### src/rtl/audsync_pkg.sv
package audsync_pkg;

  // Frame launch policy selected by the mode bit of the configuration word.
  typedef enum logic {
    SYNC_ON_WRITE = 1'b0,
    SYNC_PERIODIC = 1'b1
  } sync_mode_e;

  // Output lanes that share the polarity/register structure.
  localparam int NUM_LANES  = 2;
  localparam int LANE_BCLK  = 0;
  localparam int LANE_FSYNC = 1;

endpackage

### src/rtl/audsync_clk_div.sv
module audsync_clk_div
  import audsync_pkg::*;
#(
  parameter int DIV_W = 8
) (
  input  logic             clk,
  input  logic             rst_n,
  input  logic             clk_en,
  input  logic [DIV_W-1:0] div_lim,
  output logic             run_q,
  output logic [DIV_W-1:0] nxt_cnt,
  output logic             bit_end
);

  logic [DIV_W-1:0] cnt_q;

  always_comb begin
    bit_end = run_q && clk_en && (cnt_q == div_lim);
    if (!clk_en || !run_q) begin
      nxt_cnt = '0;
    end else if (cnt_q == div_lim) begin
      nxt_cnt = '0;
    end else begin
      nxt_cnt = cnt_q + 1'b1;
    end
  end

  always_ff @(posedge clk or negedge rst_n) begin
    if (!rst_n) begin
      run_q <= 1'b0;
      cnt_q <= '0;
    end else begin
      run_q <= clk_en;
      cnt_q <= nxt_cnt;
    end
  end

endmodule

### src/rtl/audsync_cfg_shadow.sv
module audsync_cfg_shadow
  import audsync_pkg::*;
#(
  parameter int DIV_W = 8,
  parameter int WID_W = 8,
  parameter int PER_W = 12
) (
  input  logic             clk,
  input  logic             rst_n,
  input  logic             load,
  input  logic [DIV_W-1:0] div_in,
  input  logic [WID_W-1:0] wid_in,
  input  logic [PER_W-1:0] per_in,
  input  sync_mode_e       mode_in,
  output logic [DIV_W-1:0] cur_div,
  output logic [PER_W-1:0] cur_per,
  output sync_mode_e       cur_mode,
  output logic [DIV_W-1:0] nxt_div,
  output logic [WID_W-1:0] nxt_wid,
  output sync_mode_e       nxt_mode
);

  logic [WID_W-1:0] cur_wid;
  logic [PER_W-1:0] nxt_per;

  // Shadow copy: reloads while stopped and at frame boundaries only.
  always_comb begin
    if (load) begin
      nxt_div  = div_in;
      nxt_wid  = wid_in;
      nxt_per  = per_in;
      nxt_mode = mode_in;
    end else begin
      nxt_div  = cur_div;
      nxt_wid  = cur_wid;
      nxt_per  = cur_per;
      nxt_mode = cur_mode;
    end
  end

  always_ff @(posedge clk or negedge rst_n) begin
    if (!rst_n) begin
      cur_div  <= '0;
      cur_wid  <= '0;
      cur_per  <= '0;
      cur_mode <= SYNC_ON_WRITE;
    end else begin
      cur_div  <= nxt_div;
      cur_wid  <= nxt_wid;
      cur_per  <= nxt_per;
      cur_mode <= nxt_mode;
    end
  end

endmodule

### src/rtl/audsync_frame_seq.sv
module audsync_frame_seq
  import audsync_pkg::*;
#(
  parameter int PER_W = 12
) (
  input  logic             clk,
  input  logic             rst_n,
  input  logic             clk_en,
  input  logic             run_q,
  input  logic             bit_end,
  input  logic [PER_W-1:0] per_cur,
  input  sync_mode_e       mode_cur,
  input  sync_mode_e       mode_nxt,
  input  logic             data_wr,
  output logic             load_cfg,
  output logic [PER_W-1:0] nxt_bit,
  output logic             nxt_live
);

  logic [PER_W-1:0] bit_q;
  logic             live_q;
  logic             pend_q;
  logic             nxt_pend;
  logic             boundary;

  always_comb begin
    // A boundary is the end of a live frame's last bit, or any bit end while idle.
    boundary = bit_end && (!live_q || (bit_q == per_cur));
    load_cfg = !run_q || boundary;
    nxt_bit  = bit_q;
    nxt_live = live_q;
    nxt_pend = pend_q;
    if (!clk_en) begin
      nxt_bit  = '0;
      nxt_live = 1'b0;
      nxt_pend = 1'b0;
    end else if (!run_q) begin
      nxt_bit  = '0;
      nxt_live = (mode_nxt == SYNC_PERIODIC);
      nxt_pend = 1'b0;
    end else begin
      nxt_pend = (pend_q && !boundary) || (data_wr && (mode_cur == SYNC_ON_WRITE));
      if (boundary) begin
        nxt_bit  = '0;
        nxt_live = (mode_nxt == SYNC_PERIODIC) || pend_q;
      end else if (bit_end) begin
        nxt_bit = bit_q + 1'b1;
      end
    end
  end

  always_ff @(posedge clk or negedge rst_n) begin
    if (!rst_n) begin
      bit_q  <= '0;
      live_q <= 1'b0;
      pend_q <= 1'b0;
    end else begin
      bit_q  <= nxt_bit;
      live_q <= nxt_live;
      pend_q <= nxt_pend;
    end
  end

endmodule

### src/rtl/audsync_out_stage.sv
module audsync_out_stage
  import audsync_pkg::*;
#(
  parameter int DIV_W = 8,
  parameter int WID_W = 8,
  parameter int PER_W = 12
) (
  input  logic             clk,
  input  logic             rst_n,
  input  logic             nxt_run,
  input  logic [DIV_W-1:0] nxt_cnt,
  input  logic [DIV_W-1:0] nxt_div,
  input  logic [PER_W-1:0] nxt_bit,
  input  logic             nxt_live,
  input  logic [WID_W-1:0] nxt_wid,
  input  logic             sync_en,
  input  logic             bclk_inv,
  input  logic             fsync_inv,
  output logic             bclk_out,
  output logic             fsync_out,
  output logic             frame_start
);

  logic [NUM_LANES-1:0] lvl;
  logic [NUM_LANES-1:0] inv;
  logic [NUM_LANES-1:0] lane_out;
  logic                 strobe;
  logic                 strobe_q;

  always_comb begin
    lvl[LANE_BCLK]  = nxt_run && (int'(nxt_cnt) >= ((int'(nxt_div) + 1) / 2));
    lvl[LANE_FSYNC] = nxt_run && nxt_live && sync_en && (int'(nxt_bit) <= int'(nxt_wid));
    inv[LANE_BCLK]  = bclk_inv;
    inv[LANE_FSYNC] = fsync_inv;
    strobe          = nxt_run && nxt_live && (nxt_bit == '0) && (nxt_cnt == '0);
  end

  for (genvar g = 0; g < NUM_LANES; g++) begin : g_lane
    logic lane_q;
    always_ff @(posedge clk or negedge rst_n) begin
      if (!rst_n) lane_q <= 1'b0;
      else        lane_q <= lvl[g] ^ inv[g];
    end
    assign lane_out[g] = lane_q;
  end

  always_ff @(posedge clk or negedge rst_n) begin
    if (!rst_n) strobe_q <= 1'b0;
    else        strobe_q <= strobe;
  end

  assign bclk_out    = lane_out[LANE_BCLK];
  assign fsync_out   = lane_out[LANE_FSYNC];
  assign frame_start = strobe_q;

endmodule

### src/rtl/audsync_gen.sv
module audsync_gen
  import audsync_pkg::*;
#(
  parameter int DIV_W = 8,
  parameter int WID_W = 8,
  parameter int PER_W = 12,
  localparam int CFG_W = DIV_W + WID_W + PER_W + 1
) (
  input  logic             clk,
  input  logic             rst_n,
  input  logic             clk_en,
  input  logic             sync_en,
  input  logic [CFG_W-1:0] cfg_word,
  input  logic             data_wr,
  input  logic             bclk_inv,
  input  logic             fsync_inv,
  output logic             bclk_out,
  output logic             fsync_out,
  output logic             frame_start
);

  localparam int WID_LSB  = DIV_W;
  localparam int PER_LSB  = DIV_W + WID_W;
  localparam int MODE_BIT = PER_LSB + PER_W;

  logic [DIV_W-1:0] raw_div, cur_div, nxt_div, nxt_cnt;
  logic [WID_W-1:0] raw_wid, nxt_wid;
  logic [PER_W-1:0] raw_per, cur_per, nxt_bit;
  sync_mode_e       raw_mode, cur_mode, nxt_mode;
  logic             run_q, bit_end, load_cfg, nxt_live;

  assign raw_div  = cfg_word[DIV_W-1:0];
  assign raw_wid  = cfg_word[PER_LSB-1:WID_LSB];
  assign raw_per  = cfg_word[MODE_BIT-1:PER_LSB];
  assign raw_mode = sync_mode_e'(cfg_word[MODE_BIT]);

  audsync_cfg_shadow #(.DIV_W(DIV_W), .WID_W(WID_W), .PER_W(PER_W)) u_cfg (
    .clk      (clk),
    .rst_n    (rst_n),
    .load     (load_cfg),
    .div_in   (raw_div),
    .wid_in   (raw_wid),
    .per_in   (raw_per),
    .mode_in  (raw_mode),
    .cur_div  (cur_div),
    .cur_per  (cur_per),
    .cur_mode (cur_mode),
    .nxt_div  (nxt_div),
    .nxt_wid  (nxt_wid),
    .nxt_mode (nxt_mode)
  );

  audsync_clk_div #(.DIV_W(DIV_W)) u_div (
    .clk     (clk),
    .rst_n   (rst_n),
    .clk_en  (clk_en),
    .div_lim (cur_div),
    .run_q   (run_q),
    .nxt_cnt (nxt_cnt),
    .bit_end (bit_end)
  );

  audsync_frame_seq #(.PER_W(PER_W)) u_seq (
    .clk      (clk),
    .rst_n    (rst_n),
    .clk_en   (clk_en),
    .run_q    (run_q),
    .bit_end  (bit_end),
    .per_cur  (cur_per),
    .mode_cur (cur_mode),
    .mode_nxt (nxt_mode),
    .data_wr  (data_wr),
    .load_cfg (load_cfg),
    .nxt_bit  (nxt_bit),
    .nxt_live (nxt_live)
  );

  audsync_out_stage #(.DIV_W(DIV_W), .WID_W(WID_W), .PER_W(PER_W)) u_out (
    .clk         (clk),
    .rst_n       (rst_n),
    .nxt_run     (clk_en),
    .nxt_cnt     (nxt_cnt),
    .nxt_div     (nxt_div),
    .nxt_bit     (nxt_bit),
    .nxt_live    (nxt_live),
    .nxt_wid     (nxt_wid),
    .sync_en     (sync_en),
    .bclk_inv    (bclk_inv),
    .fsync_inv   (fsync_inv),
    .bclk_out    (bclk_out),
    .fsync_out   (fsync_out),
    .frame_start (frame_start)
  );

endmodule

### config.mk
export PLATFORM = sky130hd
export DESIGN_NAME = audsync_gen
export DESIGN_NICKNAME = d
export VERILOG_FILES = /design/src/rtl/audsync_pkg.sv /design/src/rtl/audsync_clk_div.sv /design/src/rtl/audsync_cfg_shadow.sv /design/src/rtl/audsync_frame_seq.sv /design/src/rtl/audsync_out_stage.sv /design/src/rtl/audsync_gen.sv
export SDC_FILE = /design/constraint.sdc
export NUM_CORES = 1
export LEC_CHECK = 0
export BUFFER_PORTS_ARGS = -buffer_cell sky130_fd_sc_hd__buf_2
export CELL_PAD_IN_SITES_DETAIL_PLACEMENT = 1
export CELL_PAD_IN_SITES_GLOBAL_PLACEMENT = 1
export CORE_ASPECT_RATIO = 1.25
export CORE_MARGIN = 10
export CORE_UTILIZATION = 42
export DETAILED_ROUTE_END_ITERATION = 10
export HOLD_SLACK_MARGIN = 0.08
export PLACE_DENSITY = 0.75
export SETUP_SLACK_MARGIN = 0.2
export SLEW_MARGIN = 20
export SYNTH_ARGS = -nofsm -noshare
export SYNTH_HDL_FRONTEND = slang
export SYNTH_SLANG_ARGS = --single-unit
### constraint.sdc
create_clock -name clk -period 4.2 [get_ports clk]
set_input_delay 0.42 -clock clk [delete_from_list [all_inputs] [get_ports clk]]
set_output_delay 0.42 -clock clk [all_outputs]
set_load 0.01 [all_outputs]
# Word level (Yosys, flattened, before mapping)
# Index checks and enable logic that the tools add are counted.
op_classes:
  shift: 0
  n_eq_ne: 2
  order_cmp: 2
  addsub: 4
  div_mod_pow: 0
  reduce_logical: 22
  n_bitwise: 4
  muxes: 14
  multipliers: 0
ops:
  columns: ["operator", "count"]
  rows:
  - ["$mux 12", 4]
  - ["$add 32x1->32", 1]
  - ["$ge 9x32->1", 1]
  - ["$mux 8", 4]
  - ["$add 12x1->12 const B", 1]
  - ["$eq 12x12->1", 1]
  - ["$le 12x8->1", 1]
  - ["$logic_not 12->1", 1]
  - ["$logic_and 1x1->1", 11]
  - ["$add 8x1->9 const B", 1]
  - ["$add 8x1->8 const B", 1]
  - ["$eq 8x8->1", 1]
  - ["$logic_not 8->1", 1]
  - ["$mux 1", 6]
  - ["$logic_or 1x1->1", 5]
  - ["$logic_not 1->1", 4]
  - ["$xor 1x1->1", 2]
  - ["$and 1x1->1 const A", 1]
  - ["$not 1->1", 1]
totals:
  regBits: 55
  inputBits: 36
  output_inout_bits: 3
  ram_bits: 0
  latch_bits: 0
  memories: 0
  romBits: 0

# Longest topological paths before layout
depth:
  ltp_word: 13
  ltp_mapped: 19

# Modules after synthesis
# A second synthesis with hierarchy kept.
hier_totals:
  hier_cells: 274
  hier_area_um2: 3133.0
modules_own_cells:
  columns: ["mod", "n_inst", "seq_area_each_um2", "area_per_inst_um2", "cells_each"]
  rows:
  - ["audsync_cfg_shadow", 1, 725.7, 1117.3, 61]
  - ["audsync_frame_seq", 1, 350.3, 829.5, 85]
  - ["audsync_out_stage", 1, 75.1, 648.1, 81]
  - ["audsync_clk_div", 1, 225.2, 538.0, 47]

# Worst setup path after synthesis
# Ideal clock, no wire load.
synth_timing:
  kind: "register to register"
  startpoint: "register u_div.cnt_q[3]"
  endpoint: "register u_out.g_lane[0].lane_q, in the netlist u_out.bclk_out"
  stages_incl_launch_ff: 20
  synth_period_minus_slack_ps: 4016
  t_required_ps: 4131
  arrival_time_ps: 3947
  setup_slack_ps: 184
  path_cell_list: "dfrtp_1 > buf_6 > xnor2_2 > nand4_2 > or3_1 > buf_6 > o21ai_4 > buf_6 > buf_6 > mux2_2 > ha_1 > and3_1 > nand2_1 > o21ai_0 > xnor2_1 > ha_1 > a21o_1 > a211oi_1 > or4_1 > nand3_1"
synth_via:
  elab_cells_between_ends: 14
synth_lines:
  columns: ["item", "line", "source"]
  rows:
  - ["start: declaration", "audsync_clk_div.sv:15", "logic [DIV_W-1:0] cnt_q;"]
  - ["start signal: assignment", "audsync_clk_div.sv:34", "cnt_q <= nxt_cnt;"]
  - ["$eq 8x8->1", "audsync_clk_div.sv:18", "bit_end = run_q && clk_en && (cnt_q == div_lim);"]
  - ["$logic_and 1x1->1", "audsync_clk_div.sv:18", null]
  - ["$logic_and 1x1->1", "audsync_frame_seq.sv:28", "boundary = bit_end && (!live_q || (bit_q == per_cur));"]
  - ["$logic_or 1x1->1", "audsync_frame_seq.sv:29", "load_cfg = !run_q || boundary;"]
  - ["$mux 8", "audsync_cfg_shadow.sv:28", "if (load) begin"]
  - ["via nxt_div[1]", "audsync_gen.sv:26", "logic [DIV_W-1:0] raw_div, cur_div, nxt_div, nxt_cnt;"]
  - ["$add 8x1->9", "audsync_out_stage.sv:31", "lvl[LANE_BCLK] = nxt_run && (int'(nxt_cnt) >= ((int'(nxt_div) + 1) / 2));"]
  - ["$add 32x1->32 (no line)", null, null]
  - ["$ge 9x32->1", "audsync_out_stage.sv:31", null]
  - ["$logic_and 1x1->1", "audsync_out_stage.sv:31", null]
  - ["$xor 1x1->1", "audsync_out_stage.sv:42", "else lane_q <= lvl[g] ^ inv[g];"]
  - ["end signal: assignment", "audsync_out_stage.sv:42", null]
  - ["end: declaration", "audsync_out_stage.sv:39", "logic lane_q;"]
# The timed path passes the listed nets, and every way through them passes these cells.
# A chain may end at the register's enable or synchronous reset.

# Worst setup path after layout
layout_timing:
  startpoint: "register u_cfg.cur_div[6]"
  endpoint: "register u_out.g_lane[0].lane_q, in the netlist u_out.bclk_out"
layout_via:
  elab_cells_between_ends: 13
layout_lines:
  columns: ["item", "line", "source"]
  rows:
  - ["start: declaration", "audsync_cfg_shadow.sv:15", "output logic [DIV_W-1:0] cur_div,"]
  - ["start signal: assignment", "audsync_cfg_shadow.sv:48", "cur_div <= nxt_div;"]
  - ["$eq 8x8->1", "audsync_clk_div.sv:18", null]
  - ["$logic_and 1x1->1", "audsync_clk_div.sv:18", null]
  - ["$logic_and 1x1->1", "audsync_frame_seq.sv:28", null]
  - ["$logic_or 1x1->1", "audsync_frame_seq.sv:29", null]
  - ["$mux 8", "audsync_cfg_shadow.sv:28", null]
  - ["via nxt_div[1]", "audsync_gen.sv:26", null]
  - ["$add 8x1->9", "audsync_out_stage.sv:31", null]
  - ["$add 32x1->32 (no line)", null, null]
  - ["$ge 9x32->1", "audsync_out_stage.sv:31", null]
  - ["$logic_and 1x1->1", "audsync_out_stage.sv:31", null]
  - ["$xor 1x1->1", "audsync_out_stage.sv:42", null]
# The timed path passes the listed nets, and every way through them passes these cells.

==> summary.md <==
| Metric | Value |
|---|---|
| Status | `finished clean` |
| Synth Register Bits | `55` |
| Max Clock Skew | `9.47 ps` |
| Vias | `2626` |
| Final Wtd Congestion | `0.885` |
| Synth-to-layout area growth | `15.7%` |
| Measured slew at the worst slew-check pin | `813 ps` |
| Tmin final | `3790 ps` |
| Syn Inst Count | `319` |
| Pint | `0.805 mW` |
| Unrepaired setup endpoints after global routing | `false` |
| Endpoint class of the critical path | `flip-flop` |
| Final TNS setup | `0 ps` |
| Register area share after synthesis | `41.1%` |
| Peak VDD IR | `0.000115 V` |
| DRT Pass-1 Iters | `4` |
| Most used DFF post-synth | `dfrtp_1` |
| Worst skew pair latency | `310 ps` |
| Yosys warning total | `0` |
| Syn Area/Cell | `10.5 sq um` |
| Vias per cell | `5.65` |
| Largest net degree at the start of global routing | `56` |
| First-pass GRT wire length | `14500 um` |
| Final setup vio count | `0` |
| Clock power frac | `29.4%` |
| Starting Density | `42.9%` |
| WL/cell | `19.5 um` |
| LEAKAGE | `1.76 nW` |
| CTS tree | `done` |
| TritonCTS Buffers | `5` |
| IO Pins | `39` |
| Post-Syn Nets | `374` |
| Post-synth top area cell | `dfrtp_1` |
| Post-synthesis cell type count | `50` |
| GRT Overall Usage | `14.9%` |
| Power Density | `285 nW/um^2` |
| ANT cells | `0` |
| Period utilization | `90.2%` |
| Required @ worst endpoint | `4460 ps` |
| Clock Pin Slew Worst Setup and Hold Paths | `100 ps` |
| Post-synth ARST share | `100%` |
| Final Hold Viols | `0` |
| DRT Wirelength | `9080 um` |
| Initial antenna violation count | `0` |
| Synth area leaders | `dfrtp_1, ha_1, mux2_2` |
| Antenna-violating nets left | `0` |
| Die ar. | `12000 sq um` |
| CP arrival | `4050 ps` |
| Die Y | `120 um` |
| Vias in the first global route | `2933` |
| Worst hold-check path type | `input port to asynchronous set/reset pin` |
| Post-synth EDFFs | `0` |
| Core box area | `7790 sq um` |
| Relative slew margins | `45.3%` |
| H-tree depth | `2` |
| Die Width | `99.8 um` |
| Rows | `36` |
| Share of layout cells above drive strength 1 | `28.1%` |
| Peak Freq | `264 MHz` |
| Clk buf depth | `2` |
| Synthesized cell area | `3350 sq um` |
| Gate power share | `17.5%` |
| Flop pwr share | `53.2%` |
| Clock root buffer | `clkbuf_8` |
| Sw Share | `27.1%` |
| Critical path class | `flip-flop to flip-flop` |
| Post-route DRC | `0` |
| Sw power | `0.299 mW` |
| Port Buffers | `38` |
| Fin nets | `424` |
| Top-area cell type share of the netlist area | `41.1%` |
| Total Power | `1.10 mW` |
| Startpoint class of the critical path | `flip-flop` |
| # clock sinks | `55` |
| Iteration-0 DRC count of the detailed router | `122` |
| Final Max Tran Viols | `0` |
| Final global-route overflow total | `0` |
| Final HPWL from detailed placement | `6880 um` |
| Max Cap Viol | `0` |
| CP max FO | `5` |
[final timing paths]
kind	cells past startpoint	endpoint	slack, ps	start
setup reg to reg	15	u_out.bclk_out$_DFF_PN0_	410	u_cfg.cur_div[6]$_DFF_PN0_
max in group asynchronous	2	u_div.cnt_q[3]$_DFF_PN0_	3420	rst_n
hold reg to reg	2	u_cfg.cur_wid[3]$_DFF_PN0_	500	u_cfg.cur_wid[3]$_DFF_PN0_
setup / recovery	15	u_out.bclk_out$_DFF_PN0_	410	u_cfg.cur_div[6]$_DFF_PN0_
min in group clk	2	u_out.fsync_out$_DFF_PN0_	300	fsync_inv
hold / removal	2	u_cfg.cur_per[9]$_DFFE_PN0N_	250	rst_n
[cell usage in the layout, fill, tap and decap left out, drive strengths merged, types with 6 or more instances in the layout]
cell and n:
nor4 9, mux2 20, xnor2 24, nand2 13, xor2 19, mux2i 12
ha 19, nor2 21, nand3 17, a21oi 6, nand4 9, o21ai 9
clkbuf 8, inv 15, dfrtp 55, buf 54, nor3 7
[cells in the mapped netlist, types with 2 or more instances]
master and instances:
nor2_1 21, ha_1 19, and3_1 4, buf_6 6, and2_1 4, or2_2 3, o31ai_1 4, nand4_2 2
buf_2 4, xnor2_1 23, or3_1 4, nand2b_1 2, o21ai_0 5, and4_1 2, nand3_1 17, o21ai_1 2
a31oi_1 4, a211oi_1 3, nor4_1 9, dfrtp_1 55, a21oi_1 6, nand4_1 7, nand2_1 13, mux2_2 20
mux2i_1 12, inv_1 15, nor3_1 7, xor2_1 19, nor3b_1 2, a21o_1 5
[state kept, by name, indices dropped and copies added, names as in the netlist]
signal	count
u_cfg.cur_div	8
u_cfg.cur_mode	1
u_cfg.cur_per	12
u_cfg.cur_wid	8
u_div.cnt_q	8
u_div.run_q	1
u_out.bclk_out	1
u_out.frame_start	1
u_out.fsync_out	1
u_seq.bit_q	12
u_seq.live_q	1
u_seq.pend_q	1
[final cells by class]
cell class / count / area [sq um]
clock buffers: 8 / 100
fillers: 885 / 3920
inverters: 15 / 56.3
multi-input cells: 238 / 1900
flip-flops and latches: 55 / 1380
well taps: 95 / 119
repair buffers: 54 / 314
[critical path, stage by stage (launching register included)]
cell      delay [ps]
dfrtp_1          430
xnor2_1          230
nand4_2          200
or3_4            430
o21ai_4          200
mux2_2           380
ha_1             240
and3_1           220
nand2_1           70
o21ai_0           90
xnor2_1          150
ha_1             280
a21o_1           140
a211oi_2          80
or4_1            500
nand3_1           90
[power groups by stage]
stage	clock (mW)	combinational, mW	sequential [mW]
after detailed placement	0	0.180	0.597
after global placement	0	0.170	0.596
after floorplan	0	0.115	0.590
after global routing	0.351	0.214	0.592
final	0.324	0.193	0.587
after CTS	0.334	0.180	0.586
[what timing repair did]
action	4_1_cts	5_1_grt
setup buffers	0	8
hold buffers	0	0
endpoints found under the setup margin	0	2
gates resized for setup	0	15
hold endpoints to repair	0	0
[metrics by stage]
stage | worst slack, ps | instances | utilization [%] | hold WS (ps) | cell area [sq um]
floorplan | 207 | 319 | - | 124 | 3360
global placement | 397 | 449 | 46.7 | 470 | 3640
detailed placement | 253 | 449 | 46.7 | 484 | 3640
CTS | 231 | 457 | 48.0 | 266 | 3740
global route | 172 | 465 | 49.7 | 297 | 3870
finish | 410 | 465 | 49.7 | 246 | 3870
[kinds of logic after synthesis]
group / count (synthesis) / synth area share [%]
adder cells (fa/ha/maj): 19 / 7.11
XOR/XNOR: 43 / 11.5
AO/OA/AOI/OAI: 42 / 9.09
buffers and inverters: 26 / 4.41
multiplexers: 32 / 10.3
flip-flops: 55 / 41.1
AND/OR/NAND/NOR: 102 / 16.5
[layer usage]
| metal | wire, um | vias to the layer above | global-route usage [%] |
|---|---|---|---|
| met1 | 3540 | 1324 | 16.1 |
| met5 | 0 | - | 0 |
| met2 | 5090 | 50 | 28.1 |
| met3 | 294 | 9 | 2.70 |
| li1 | - | 1243 | - |
| met4 | 153 | 0 | 4.94 |
(Power assumes the default switching activity.)
